### config.mk
export PLATFORM = sky130hd
export DESIGN_NAME = dirty_log_packer
export DESIGN_NICKNAME = d
export VERILOG_FILES = /design/src/rtl/dlp_pkg.sv /design/src/rtl/dlp_flag_gen.sv /design/src/rtl/dlp_packer.sv /design/src/rtl/dirty_log_packer.sv
export SDC_FILE = /design/constraint.sdc
export NUM_CORES = 1
export LEC_CHECK = 0
export BUFFER_PORTS_ARGS = -buffer_cell sky130_fd_sc_hd__buf_2
export CORE_MARGIN = 2
export CORE_UTILIZATION = 30
export CTS_BUF_LIST = sky130_fd_sc_hd__clkbuf_16
export DETAILED_ROUTE_END_ITERATION = 8
export GPL_TIMING_DRIVEN = 1
export PLACE_DENSITY = 0.53
export SYNTH_ARGS = -nofsm -noshare
export SYNTH_HDL_FRONTEND = slang
export SYNTH_SLANG_ARGS = --single-unit
### constraint.sdc
create_clock -name clk -period 4.2 [get_ports clk]
set_clock_uncertainty 0.15 [all_clocks]
set_input_delay 0.63 -clock clk [delete_from_list [all_inputs] [get_ports clk]]
set_output_delay 0.63 -clock clk [all_outputs]
set_load 0.01 [all_outputs]
### src/rtl/dlp_pkg.sv
package dlp_pkg;
    typedef enum logic [0:0] {
        ST_EMPTY = 1'b0,
        ST_FULL  = 1'b1
    } dlp_state_e;
endpackage

### src/rtl/dlp_flag_gen.sv
module dlp_flag_gen #(
    parameter int WORD_BYTES  = 8,
    parameter int CHUNK_BYTES = 1
) (
    input  logic [WORD_BYTES*8-1:0]             old_word,
    input  logic [WORD_BYTES*8-1:0]             new_word,
    output logic [WORD_BYTES/CHUNK_BYTES-1:0]   flags
);
    localparam int CW = CHUNK_BYTES * 8;
    localparam int NC = WORD_BYTES / CHUNK_BYTES;

    for (genvar c = 0; c < NC; c++) begin : g_chunk
        assign flags[c] = (old_word[c*CW +: CW] != new_word[c*CW +: CW]);
    end
endmodule

### src/rtl/dlp_packer.sv
module dlp_packer #(
    parameter int WORD_BYTES  = 8,
    parameter int CHUNK_BYTES = 1,
    localparam int NC    = WORD_BYTES / CHUNK_BYTES,
    localparam int CNT_W = $clog2(WORD_BYTES + 1)
) (
    input  logic [NC-1:0]           flags,
    input  logic [WORD_BYTES*8-1:0] new_word,
    output logic [WORD_BYTES*8-1:0] packed_word,
    output logic [CNT_W-1:0]        byte_cnt
);
    localparam int CW = CHUNK_BYTES * 8;

    always_comb begin
        int slot;
        slot        = 0;
        packed_word = '0;
        for (int i = 0; i < NC; i++) begin
            if (flags[i]) begin
                packed_word[slot*CW +: CW] = new_word[i*CW +: CW];
                slot++;
            end
        end
        byte_cnt = CNT_W'(slot * CHUNK_BYTES);
    end
endmodule

### src/rtl/dirty_log_packer.sv
module dirty_log_packer
    import dlp_pkg::*;
#(
    parameter int ADDR_W      = 32,
    parameter int WORD_BYTES  = 8,
    parameter int CHUNK_BYTES = 1,
    localparam int DW    = WORD_BYTES * 8,
    localparam int NC    = WORD_BYTES / CHUNK_BYTES,
    localparam int CNT_W = $clog2(WORD_BYTES + 1)
) (
    input  logic              clk,
    input  logic              rst_n,
    input  logic              in_valid,
    output logic              in_ready,
    input  logic [ADDR_W-1:0] in_addr,
    input  logic [DW-1:0]     in_old,
    input  logic [DW-1:0]     in_new,
    output logic              out_valid,
    input  logic              out_ready,
    output logic [ADDR_W-1:0] out_addr,
    output logic [NC-1:0]     out_flags,
    output logic [DW-1:0]     out_data,
    output logic [CNT_W-1:0]  out_bytes,
    output logic              out_silent
);
    dlp_state_e       state_q, state_d;
    logic [NC-1:0]    flags_w;
    logic [DW-1:0]    packed_w;
    logic [CNT_W-1:0] cnt_w;
    logic             accept, dirty;

    dlp_flag_gen #(.WORD_BYTES(WORD_BYTES), .CHUNK_BYTES(CHUNK_BYTES)) u_flags (
        .old_word (in_old),
        .new_word (in_new),
        .flags    (flags_w)
    );

    dlp_packer #(.WORD_BYTES(WORD_BYTES), .CHUNK_BYTES(CHUNK_BYTES)) u_pack (
        .flags       (flags_w),
        .new_word    (in_new),
        .packed_word (packed_w),
        .byte_cnt    (cnt_w)
    );

    assign accept = in_valid && in_ready;
    assign dirty  = |flags_w;

    // Next-state logic
    always_comb begin
        state_d = state_q;
        unique case (state_q)
            ST_EMPTY: if (accept && dirty) state_d = ST_FULL;
            ST_FULL:  if (out_ready)       state_d = (accept && dirty) ? ST_FULL : ST_EMPTY;
            default:  state_d = ST_EMPTY;
        endcase
    end

    // State register
    always_ff @(posedge clk or negedge rst_n) begin
        if (!rst_n) state_q <= ST_EMPTY;
        else        state_q <= state_d;
    end

    // Handshake outputs decoded from state
    always_comb begin
        out_valid = 1'b0;
        in_ready  = 1'b1;
        unique case (state_q)
            ST_EMPTY: begin out_valid = 1'b0; in_ready = 1'b1;      end
            ST_FULL:  begin out_valid = 1'b1; in_ready = out_ready; end
            default:  begin out_valid = 1'b0; in_ready = 1'b1;      end
        endcase
    end

    // Entry register and silent-store pulse
    always_ff @(posedge clk or negedge rst_n) begin
        if (!rst_n) begin
            out_addr   <= '0;
            out_flags  <= '0;
            out_data   <= '0;
            out_bytes  <= '0;
            out_silent <= 1'b0;
        end else begin
            out_silent <= accept && !dirty;
            if (accept && dirty) begin
                out_addr  <= in_addr;
                out_flags <= flags_w;
                out_data  <= packed_w;
                out_bytes <= cnt_w;
            end
        end
    end

    p_latency_r6: assert property (@(posedge clk) disable iff (!rst_n)
        (in_valid && in_ready && (in_old != in_new)) |=> out_valid);

    p_hold_r7: assert property (@(posedge clk) disable iff (!rst_n)
        (out_valid && !out_ready) |=> (out_valid && $stable(out_data)
                                       && $stable(out_flags) && $stable(out_addr)));

    p_count_r3: assert property (@(posedge clk) disable iff (!rst_n)
        out_valid |-> (int'(out_bytes) == $countones(out_flags) * CHUNK_BYTES));

    p_tail_zero_r4: assert property (@(posedge clk) disable iff (!rst_n)
        out_valid |-> ((out_data >> (int'(out_bytes) * 8)) == '0));

    p_silent_no_entry_r5: assert property (@(posedge clk) disable iff (!rst_n)
        out_silent |-> !out_valid);

    p_nonempty_r5: assert property (@(posedge clk) disable iff (!rst_n)
        out_valid |-> (out_flags != '0));
endmodule

==> results.py <==
metrics = {
    "setup_path": {
        "end_kind": "flip-flop",
        "critPathSlowestCell": "ha_4",
        "cp_slowest_stage_delay_ns": 0.36,
        "ff2ff_path_depth": 5,
        "cp_data_arrival_time_ns": 5.62,
        "crit_path_start": "in_old[5]",
        "worstPathMaxFanout": 8,
        "timing.rr.start": "state_q",
        "cp_common_cell": "ha_4",
        "worstSetupPathType": "in -> reg",
        "crit_required_ns": 4.29,
        "start_kind": "input port",
    },
    "cts": {
        "htreeDepth": 3,
        "cts_num_sinks": 110,
        "cts_hold_buf": 0,
        "path_clk_slew_ns": 0.08,
        "cts_buffer_depth": 2,
        "cts_tree": "done",
        "clkLatencyLatePin_ns": 0.36,
        "cts-root-buf": "clkbuf_16",
        "numCtsBuffers": 9,
    },
    "power_and_ir_drop": {
        "p_int_mw": 2.43,
        "powerDensity_mw_per_mm2": 255,
        "total_power_mw": 3.92,
        "combPwrFrac_pct": 41.8,
        "p_switching_mw": 1.49,
        "swShare_pct": 37.9,
        "p_seq_share_pct": 34.3,
        "vdd_drop_max_v": 0.000222,
        "pwr-share-clk_pct": 23.9,
        "power_leakage_nw": 7.29,
    },
    "detailed_routing": {
        "via_per_inst": 5.51,
        "drt_first_pass_iters": 6,
        "drc_errors": 0,
        "drtIter0Drc": 1232,
        "ant_nets": 0,
        "wirelength_um": 49500,
        "vias": 12500,
        "wl_per_cell_um": 21.8,
    },
    "global_routing": {
        "grt_max_degree": 68,
        "gr-usage-all-layers_pct": 27.3,
        "grt_pass1_wl_um": 73700,
        "grt_overflow_total": 0,
        "antenna_found_initial": 0,
        "grt_pass1_vias": 12300,
    },
    "die": {
        "io-pin-count": 275,
        "die-width_um": 189,
        "initial_core_util_pct": 30.5,
        "fp.coreArea_mm2": 0.0335,
        "dieArea_mm2": 0.0356,
        "die_y_um": 189,
        "row_count": 67,
    },
    "status": {
        "status": "complete, but fails checks",
        "violations": "negative setup slack",
    },
    "synthesis": {
        "synth.avg_cell_area_um2": 7.64,
        "postSynth.asyncResetShare_pct": 100,
        "synth_warnings": 0,
        "yosysMostFrequentCell": "nand2_1",
        "syn_inst": 1339,
        "ys_top_cells_by_area": "dfrtp_1 27%, nand2_1 8.5%, mux2i_1 4.9%",
        "synth_area_leader_cell": "dfrtp_1",
        "syn_area_mm2": 0.0102,
        "synth.distinct_cells": 87,
        "synth_commonest_cells": "231 x nand2_1, 113 x nor2_1, 110 x dfrtp_1, 85 x clkbuf_1, 76 x a21oi_1",
        "ys_seq_area_share_pct": 26.9,
        "synth-edff-count": 0,
        "synth_flop_cell": "dfrtp_1",
        "synth_top_area_share_pct": 26.9,
        "ys_ff_latch": 110,
    },
    "sta": {
        "rsz0062_at_grt": "true",
        "hold_violations": 0,
        "finalMaxSlewViolations": 0,
        "worst-slew-pin-transition_ns": 1.08,
        "slew_headroom_pct": 27.8,
        "postLayoutSetupSlackWorst_ns": -1.32,
        "fin_setup_tns_ns": -80.52,
        "setup_viol": 67,
        "fin_crit_ns": 5.52,
        "fin_crit_sh_pct": 131,
        "fmax_ghz": 0.181,
        "timing.hold.ws_ns": 0.251,
    },
    "final_layout": {
        "final_area_mm2": 0.0154,
        "fin_nets": 2002,
        "synthToLayoutAreaGrowth_pct": 50.5,
        "drive_gt1_share_pct": 42.3,
        "antenna_cells": 0,
        "fill_cells": 3355,
    },
    "placement": {
        "dp_hpwl_um": 39600,
        "place_area_mm2": 0.0143,
        "port_buffers": 274,
        "place_congestion": 0.970,
    },
    "min_path": {
        "hp-class": "in -> async",
    },
    "flow_run": {
        "maxCapViolCount": 0,
    },
}
==> cell usage in the layout, fill, tap and decap left out, types with 25 or more instances in the layout <==
| cell type | instances |
|---|---|
| buf_4 | 283 |
| buf_2 | 268 |
| nand2_1 | 226 |
| dfrtp_1 | 110 |
| nor2_1 | 103 |
| a21oi_1 | 62 |
| xnor2_1 | 47 |
| o21ai_0 | 47 |
| mux2i_1 | 46 |
| nand3_1 | 33 |
| xor2_1 | 31 |
| o21ai_1 | 31 |
| a32oi_1 | 31 |
| a31oi_1 | 25 |
==> registers in the layout, indices dropped and copies added, names as in the netlist <==
| name | cells |
|---|---|
| out_flags | 8 |
| out_bytes | 4 |
| out_data | 64 |
| out_silent | 1 |
| state_q | 1 |
| out_addr | 32 |
==> worst paths after layout <==
check	end	slack, ns
setup reg to reg	out_data[21]	1.70
max in group asynchronous	out_data[34]	2.88
min in group clk	out_addr[25]	0.30
hold / removal	out_addr[14]	0.25
setup / recovery	out_data[62]	-1.32
hold reg to reg	out_addr[31]	0.32
==> critical path, delay by kind of cell <==
kind / cells / cell delay [ns]
compound gates: 8 / 1.10
fa+ha+maj: 7 / 1.70
buf+inv: 6 / 0.46
simple gates: 12 / 1.56
xor+xnor: 1 / 0.15
==> logic make-up after synthesis <==
kind of cell | after synthesis | share of synthesized area, %
mux | 69 | 6.99
flops | 110 | 26.9
buf+inv | 143 | 5.61
fa+ha+maj | 20 | 2.42
simple gates | 539 | 24.9
compound gates | 368 | 24.8
xor+xnor | 88 | 8.33
other cells | 2 | 0.0735
==> metrics by stage <==
stage	utilization (%)	worst slack, ns	cells
2_1_floorplan	-	-1.63	1341
4_1_cts	45.1	-1.33	2262
6_report	45.9	-1.32	2272
5_1_grt	45.9	-1.59	2272
3_3_place_gp	42.5	-1.98	2233
3_5_place_dp	42.5	-2.09	2233
==> cell type report <==
class	count	area, µm²	share of cell area (%)
inverters	26	100	0.650
clock inverters	7	91.3	0.593
repair buffers	584	3960	25.7
clock buffers	9	225	1.46
flip-flops and latches	110	2750	17.9
multi-input cells	1088	7700	50.0
well taps	448	561	3.64
==> repair_timing <==
action | in CTS | in global routing
pin swaps | 60 | 54
endpoints found under the setup margin | 67 | 67
cloned | 1 | 0
gates resized for setup | 85 | 45
setup buffers | 13 | 13
==> metal layers <==
layer,vias to the layer above,wire (µm),track usage [%]
li1,5832,-,-
met4,0,1500,9.13
met2,572,23000,43.9
met1,6016,21300,37.3
met5,-,0,0
met3,91,3790,4.12
==> power by group through the flow <==
stage | combinational (mW) | clock (mW) | sequential [mW]
3_5_place_dp | 1.48 | 0 | 1.36
6_report | 1.64 | 0.936 | 1.34
2_1_floorplan | 0.665 | 0 | 1.43
5_1_grt | 1.76 | 0.993 | 1.37
3_3_place_gp | 1.47 | 0 | 1.36
4_1_cts | 1.59 | 0.951 | 1.35
(Power assumes the default switching activity.)
